## config.mk

```make
export PLATFORM = sky130hd
export DESIGN_NAME = evlog_queue
export DESIGN_NICKNAME = d
export VERILOG_FILES = /design/src/rtl/evlog_queue.sv
export SDC_FILE = /design/constraint.sdc
export NUM_CORES = 2
export LEC_CHECK = 0
export ABC_AREA = 1
export ABC_CLOCK_PERIOD_IN_PS = 7600
export BUFFER_PORTS_ARGS = -buffer_cell sky130_fd_sc_hd__buf_4
export CAP_MARGIN = 20
export CORE_MARGIN = 1.5
export CORE_UTILIZATION = 55
export DETAILED_ROUTE_END_ITERATION = 10
export GPL_TIMING_DRIVEN = 1
export PLACE_DENSITY = 0.74
export SYNTH_ARGS = -nofsm -noshare
export SYNTH_HDL_FRONTEND = slang
export SYNTH_SLANG_ARGS = --single-unit
export TNS_END_PERCENT = 30
```

## constraint.sdc

```tcl
create_clock -name clk -period 7.6 [get_ports clk]
set_input_delay 1.52 -clock clk [delete_from_list [all_inputs] [get_ports clk]]
set_output_delay 1.52 -clock clk [all_outputs]
set_load 0.01 [all_outputs]
```

## src/rtl/evlog_queue.sv

```systemverilog
`timescale 1ns/1ps
module evlog_queue #(
  parameter int NUM_LOGS  = 4,
  parameter int LOG_W     = 3,
  parameter int DEPTH     = 8,
  parameter int NUM_W     = 4,
  parameter int PAYLOAD_W = 32,
  parameter int TS_W      = 32,
  parameter int HANDLE_W  = 16,
  parameter int OVF_W     = 16
)(
  input  logic                 clk,
  input  logic                 rst_n,
  input  logic [TS_W-1:0]      now,
  input  logic                 op_valid,
  output logic                 op_ready,
  input  logic [1:0]           op_code,
  input  logic [LOG_W-1:0]     op_log,
  input  logic [NUM_W-1:0]     op_num,
  input  logic [PAYLOAD_W-1:0] op_payload,
  input  logic                 hnd_valid,
  output logic                 hnd_ready,
  input  logic [HANDLE_W-1:0]  hnd_data,
  output logic                 rec_valid,
  output logic [HANDLE_W-1:0]  rec_handle,
  output logic [TS_W-1:0]      rec_ts,
  output logic [PAYLOAD_W-1:0] rec_payload,
  output logic                 rsp_valid,
  output logic [1:0]           rsp_code,
  output logic [1:0]           rsp_flags,
  output logic [NUM_W-1:0]     rsp_count,
  output logic [OVF_W-1:0]     rsp_ovf_count,
  output logic [TS_W-1:0]      rsp_ovf_first,
  output logic [TS_W-1:0]      rsp_ovf_last,
  output logic [NUM_LOGS-1:0]  log_status,
  output logic [NUM_LOGS-1:0]  irq
);
  localparam int PW    = (DEPTH > 1) ? $clog2(DEPTH) : 1;
  localparam int LI_W  = (NUM_LOGS > 1) ? $clog2(NUM_LOGS) : 1;
  localparam int SLOTS = NUM_LOGS * DEPTH;
  localparam int SW    = (SLOTS > 1) ? $clog2(SLOTS) : 1;
  localparam logic [1:0] OP_INS = 2'd0, OP_RD = 2'd1, OP_CLR = 2'd2;
  localparam logic [1:0] RC_OK = 2'd0, RC_INVALID = 2'd1;

  typedef enum logic [1:0] {S_IDLE, S_READ, S_CLR, S_RESP} state_t;
  state_t st;

  logic [PW-1:0]       head      [NUM_LOGS];
  logic [NUM_W-1:0]    occ       [NUM_LOGS];
  logic [HANDLE_W-1:0] nxt_h     [NUM_LOGS];
  logic [OVF_W-1:0]    ovc       [NUM_LOGS];
  logic [TS_W-1:0]     ovf_first [NUM_LOGS];
  logic [TS_W-1:0]     ovf_last  [NUM_LOGS];

  logic [HANDLE_W-1:0]  mem_h [SLOTS];
  logic [TS_W-1:0]      mem_t [SLOTS];
  logic [PAYLOAD_W-1:0] mem_p [SLOTS];

  logic [LI_W-1:0]  cur_log;
  logic             cur_bad, mism;
  logic [NUM_W-1:0] cur_num, idx;

  function automatic logic [SW-1:0] slot_of(input logic [LI_W-1:0] l, input logic [PW-1:0] p);
    return SW'(int'(l) * DEPTH + int'(p));
  endfunction

  logic [LI_W-1:0]     ol;
  logic                log_ok, is_full, ins_ok;
  logic [HANDLE_W-1:0] nh;
  logic [PW-1:0]       wr_ptr, rd_ptr;
  logic [SW-1:0]       wr_slot, cur_slot;
  logic [NUM_W-1:0]    occ_c, avail, take;
  logic                hit, chk_bad;

  assign op_ready = (st == S_IDLE);
  assign ol       = LI_W'(op_log);
  assign log_ok   = int'(op_log) < NUM_LOGS;
  assign is_full  = occ[ol] == NUM_W'(DEPTH);
  assign ins_ok   = op_valid && op_ready && op_code == OP_INS && log_ok && !is_full;
  assign nh       = (nxt_h[ol] == '1) ? HANDLE_W'(1) : nxt_h[ol] + HANDLE_W'(1);
  assign wr_ptr   = PW'((int'(head[ol]) + int'(occ[ol])) % DEPTH);
  assign wr_slot  = slot_of(ol, wr_ptr);

  assign occ_c    = occ[cur_log];
  assign avail    = cur_bad ? '0 : occ_c;
  assign take     = (cur_num < avail) ? cur_num : avail;
  assign rd_ptr   = PW'((int'(head[cur_log]) + int'(idx)) % DEPTH);
  assign cur_slot = slot_of(cur_log, rd_ptr);

  assign hnd_ready = (st == S_CLR) && (idx < cur_num);
  assign hit       = hnd_valid && hnd_ready;
  assign chk_bad   = (idx < avail) && (hnd_data == '0 || hnd_data != mem_h[cur_slot]);

  assign rec_valid   = (st == S_READ) && (idx < take);
  assign rec_handle  = mem_h[cur_slot];
  assign rec_ts      = mem_t[cur_slot];
  assign rec_payload = mem_p[cur_slot];
  assign rsp_valid   = (st == S_RESP);

  always_ff @(posedge clk) begin
    if (ins_ok) begin
      mem_h[wr_slot] <= nxt_h[ol];
      mem_t[wr_slot] <= now;
      mem_p[wr_slot] <= op_payload;
    end
  end

  always_ff @(posedge clk) begin
    if (!rst_n) begin
      st            <= S_IDLE;
      cur_log       <= '0;
      cur_bad       <= 1'b0;
      cur_num       <= '0;
      idx           <= '0;
      mism          <= 1'b0;
      log_status    <= '0;
      irq           <= '0;
      rsp_code      <= RC_OK;
      rsp_flags     <= '0;
      rsp_count     <= '0;
      rsp_ovf_count <= '0;
      rsp_ovf_first <= '0;
      rsp_ovf_last  <= '0;
      for (int i = 0; i < NUM_LOGS; i++) begin
        head[i]      <= '0;
        occ[i]       <= '0;
        nxt_h[i]     <= HANDLE_W'(1);
        ovc[i]       <= '0;
        ovf_first[i] <= '0;
        ovf_last[i]  <= '0;
      end
    end else begin
      irq <= '0;
      unique case (st)
        S_IDLE: if (op_valid) begin
          cur_log <= ol;
          cur_bad <= !log_ok;
          cur_num <= op_num;
          idx     <= '0;
          mism    <= 1'b0;
          case (op_code)
            OP_INS: if (log_ok) begin
              if (is_full) begin
                if (ovc[ol] == '0) ovf_first[ol] <= now;
                if (ovc[ol] != '1) ovc[ol] <= ovc[ol] + OVF_W'(1);
                ovf_last[ol] <= now;
              end else begin
                occ[ol]        <= occ[ol] + NUM_W'(1);
                nxt_h[ol]      <= nh;
                log_status[ol] <= 1'b1;
                if (occ[ol] == '0) irq[ol] <= 1'b1;
              end
            end
            OP_RD:   st <= S_READ;
            OP_CLR:  st <= S_CLR;
            default: ;
          endcase
        end
        S_READ: begin
          if (idx < take) begin
            idx <= idx + NUM_W'(1);
          end else begin
            st <= S_RESP;
            if (cur_bad) begin
              rsp_code      <= RC_INVALID;
              rsp_flags     <= '0;
              rsp_count     <= '0;
              rsp_ovf_count <= '0;
              rsp_ovf_first <= '0;
              rsp_ovf_last  <= '0;
            end else begin
              rsp_code      <= RC_OK;
              rsp_flags     <= {occ_c != '0, ovc[cur_log] != '0};
              rsp_count     <= take;
              rsp_ovf_count <= ovc[cur_log];
              rsp_ovf_first <= (ovc[cur_log] != '0) ? ovf_first[cur_log] : '0;
              rsp_ovf_last  <= (ovc[cur_log] != '0) ? ovf_last[cur_log]  : '0;
            end
          end
        end
        S_CLR: begin
          if (hit) begin
            idx <= idx + NUM_W'(1);
            if (chk_bad) mism <= 1'b1;
          end else if (idx == cur_num) begin
            st            <= S_RESP;
            rsp_flags     <= '0;
            rsp_ovf_count <= '0;
            rsp_ovf_first <= '0;
            rsp_ovf_last  <= '0;
            if (cur_bad || mism) begin
              rsp_code  <= RC_INVALID;
              rsp_count <= '0;
            end else begin
              rsp_code      <= RC_OK;
              rsp_count     <= take;
              occ[cur_log]  <= occ_c - take;
              head[cur_log] <= PW'((int'(head[cur_log]) + int'(take)) % DEPTH);
              if (take != '0) begin
                ovc[cur_log]       <= '0;
                ovf_first[cur_log] <= '0;
                ovf_last[cur_log]  <= '0;
              end
              if (occ_c == take) log_status[cur_log] <= 1'b0;
            end
          end
        end
        S_RESP: st <= S_IDLE;
        default: st <= S_IDLE;
      endcase
    end
  end
endmodule

```

==> metrics.yaml <==
buffer_ports.inserted: 271
min_period_over_period_pct: 95.2
power.share.combinational_pct: 36.9
yosys_register_bits: 3083
outcome: "completed"
antenna_found_initial: 17
finalMaxSlewViolations: 0
layout_commonest_cell: "edfxtp_1"
track_usage_pct: 30.2
postRouteAntennaNets: 0
root_buffer: "clkbuf_16"
std_cell_rows: 174
reg2reg_slack_ns: 1.94
tightestPinTransition_ns: 1.31
cp_data_arrival_time_ns: 5.71
vdd.ir_drop.worst_uv: 765
setup_violations_final: 0
wl_per_cell_um: 26.8
kind_of_end_point_of_the_critical_path: "primary output"
p_clk_share_pct: 27.3
global_route.overflow_total: 0
internal_power_mw: 33.3
final_core_util_pct: 62.1
drive_gt1_share_pct: 9.56
timing.max_slew.rel_slack_pct: 12.5
yosysSeqAreaShare_pct: 73.7
yosys.cell_types.count: 54
crit_path_launch_type: "register"
timing.final.crit_period_ns: 7.23
clock_path_buffers: 4
critical_path_required_ns: 6.08
drtIter0Drc: 11700
vias_per_cell: 6.43
number_of_buffers_created_by_cts: 321
die-width_um: 478
p_sw_mw: 20.4
post_cts_hold_buffer_count: 0
fin_tns_setup_ns: 0
unrepaired_setup_endpoints_after_global_routing: "no"
crit_path_cell_trace: "o21ai_0 > o22ai_1 > ha_4 > inv_1 > fa_4 > xor2_1 > inv_1 > nand2_2 > nand2_8 > inv_8 > buf_12 > o21ai_0 > o221ai_1 > nand3_1 > nand4_1 > buf_4"
clkSlewWorstSetupHoldPaths_ns: 0.06
total_of_max_cap_violations: 0
final_routed_drc_violation_total: 0
detailed_place_hpwl_mm: 173
htree_num_levels: 5
cts_resized: 0
vias: 84800
total_wirelength_mm: 353
maximum_number_of_pins_on_one_net_before_global_route_repair: 210
clock-sinks: 3083
crit_path_max_fanout: 144
netlist_area_um2: 124000
min-delay-path-class: "register to register"
floorplan.die.height_um: 478
initial_core_util_pct: 55.3
worst_clock_skew_ns: 0.0570
power.density_nw_per_um2: 385
async_reset_ff_share_pct: 0
yosys_warnings: 0
flow.area_growth_from_synthesis_pct: 12.4
top_level_ports: 273
final_cell_mix: "edfxtp_1, nor2_1, o21ai_0, nand2_1, nand3_1"
postSynthNetCount: 9999
finalWeightedCongestion: 0.899
synth_edf_count: 2972
worst_path_max_delay_cell: "inv_8"
power_frac_seq_pct: 35.7
syn_inst: 9872
tritoncts: "built"
coreArea_um2: 224000
first_pass_grt_wire_length_mm: 517
synthFlopType: "edfxtp_1"
crit_type: "register to primary output"
hold_viol: 0
leakage_component_of_the_power_nw: 46.0
finalNetCount: 10100
die_area_um2: 228000
cts_setup_buffers: 0
detail_route.first_pass.iterations: 6
grt_pass1_vias: 82200
insertion_delay_ns: 0.97
post_synth.cell_area_avg_um2: 12.6
power.switching_fraction_pct: 38.0
cp_slowest_stage_delay_ns: 0.60
maxClockFrequency_mhz: 138
## metrics by stage
stage	setup slack, ns	instance area [um^2]	hold slack [ns]	total power [mW]	std cells
6_report	0.366	139000	0.462	53.7	13200
5_1_grt	0.179	139000	0.482	56.0	13200
4_1_cts	0.382	139000	0.461	53.5	13200
3_5_place_dp	1.41	130000	0.451	38.9	12600
3_3_place_gp	1.48	130000	0.443	38.3	12600
2_1_floorplan	-0.221	124000	0.429	31.8	9872
## cells by family after synthesis
logic type	after synthesis	synth area share, %
AO/OA/AOI/OAI	2019	9.92
XOR/XNOR	29	0.205
adder cells (fa/ha/maj)	34	0.367
buffers and inverters	1019	3.17
flip-flops	3083	73.7
other	1	0.00302
AND/OR/NAND/NOR	3687	12.6
## worst paths after layout
kind                                     endpoint              start  depth (start not counted)
worst max-delay path              rec_payload[16]           register                         16
worst min-delay path            rsp_ovf_first[16]  rsp_ovf_first[16]                          2
worst max register to register               mism           register                         22
worst min register to register  rsp_ovf_first[16]  rsp_ovf_first[16]                          2
## routing by layer
layer	routed length, um	part of all wire [%]	vias up	global-route usage, %
li1	-	-	36500	-
met1	127000	36	41500	40.0
met2	166000	47	5668	47.5
met3	41400	12	1053	6.19
met4	18600	5.3	6	15.4
met5	41	0.012	-	0
## layout make-up
cell class | instances | area (um^2)
inverter | 326 | 1250
timing repair buffer | 445 | 4300
clock buffer | 404 | 8570
multi-input combinational | 5770 | 29000
sequential | 3083 | 91500
fill | 16200 | 85000
clock inverter | 152 | 1070
antenna | 9 | 22.5
tap | 2992 | 3740
## registers in the layout (all words and copies together) (netlist names), 32 cells and up, named ones only
register and cells:
mem_p 1024, mem_t 1024, mem_h 512, ovf_first 128, ovf_last 128, nxt_h 64, ovc 64, rsp_ovf_first 32
rsp_ovf_last 32
## synth_stat cells (2+ instances only)
library cell     n  area (um^2)
a22o_1           4         35.0
clkinv_1         5         18.8
xor2_1          22          193
buf_4            6         45.0
or2_2            4         25.0
nand4_1        159          995
inv_2           16         60.1
dfxtp_1        111         2220
inv_1          305         1140
a211oi_1         3         22.5
nand2_2          4         25.0
o2111ai_1        5         43.8
nor4_1           8         50.1
o221ai_1       512         4480
nor3_2          31          310
nor4_2           2         25.0
edfxtp_1      2972        89200
nand3_1        687         3440
o21a_1           2         15.0
clkbuf_1       575         2160
nor2_2           6         37.5
buf_2           66          330
fa_1             4         80.1
xnor2_1          7         61.3
a32o_1           2         20.0
ha_1            30          375
a21oi_1        124          621
nand2_1       1024         3840
o22ai_1         68          425
a221o_1          2         20.0
o21ai_0       1246         6240
o21ai_1          5         25.0
a221oi_1         4         35.0
and2_1           6         37.5
nor3_1          51          255
o211ai_1         4         30.0
a22oi_1         29          218
buf_1           46          173
nand3b_1        42          315
nor2_1        1658         6220
o22a_1           2         17.5
## critical path: cells and delay by family, from the launching register on
kind	cells	cell delay, ns
buffers and inverters	5	1.36
AOI/OAI and AO/OA	4	0.97
and+or+nand+nor	4	0.92
adders and majority gates	2	0.64
DFF	1	0.47
xor gates and xnor gates	1	0.22
## power groups by stage
stage / sequential (mW) / clock, mW / combinational [mW]
after CTS: 19.2 / 14.8 / 19.5
after global routing: 19.2 / 15.4 / 21.4
final: 19.2 / 14.7 / 19.8
after floorplan: 19.5 / 0 / 12.3
after global placement: 19.5 / 0 / 18.8
after detailed placement: 19.5 / 0 / 19.4
(Power assumes the default switching activity.)
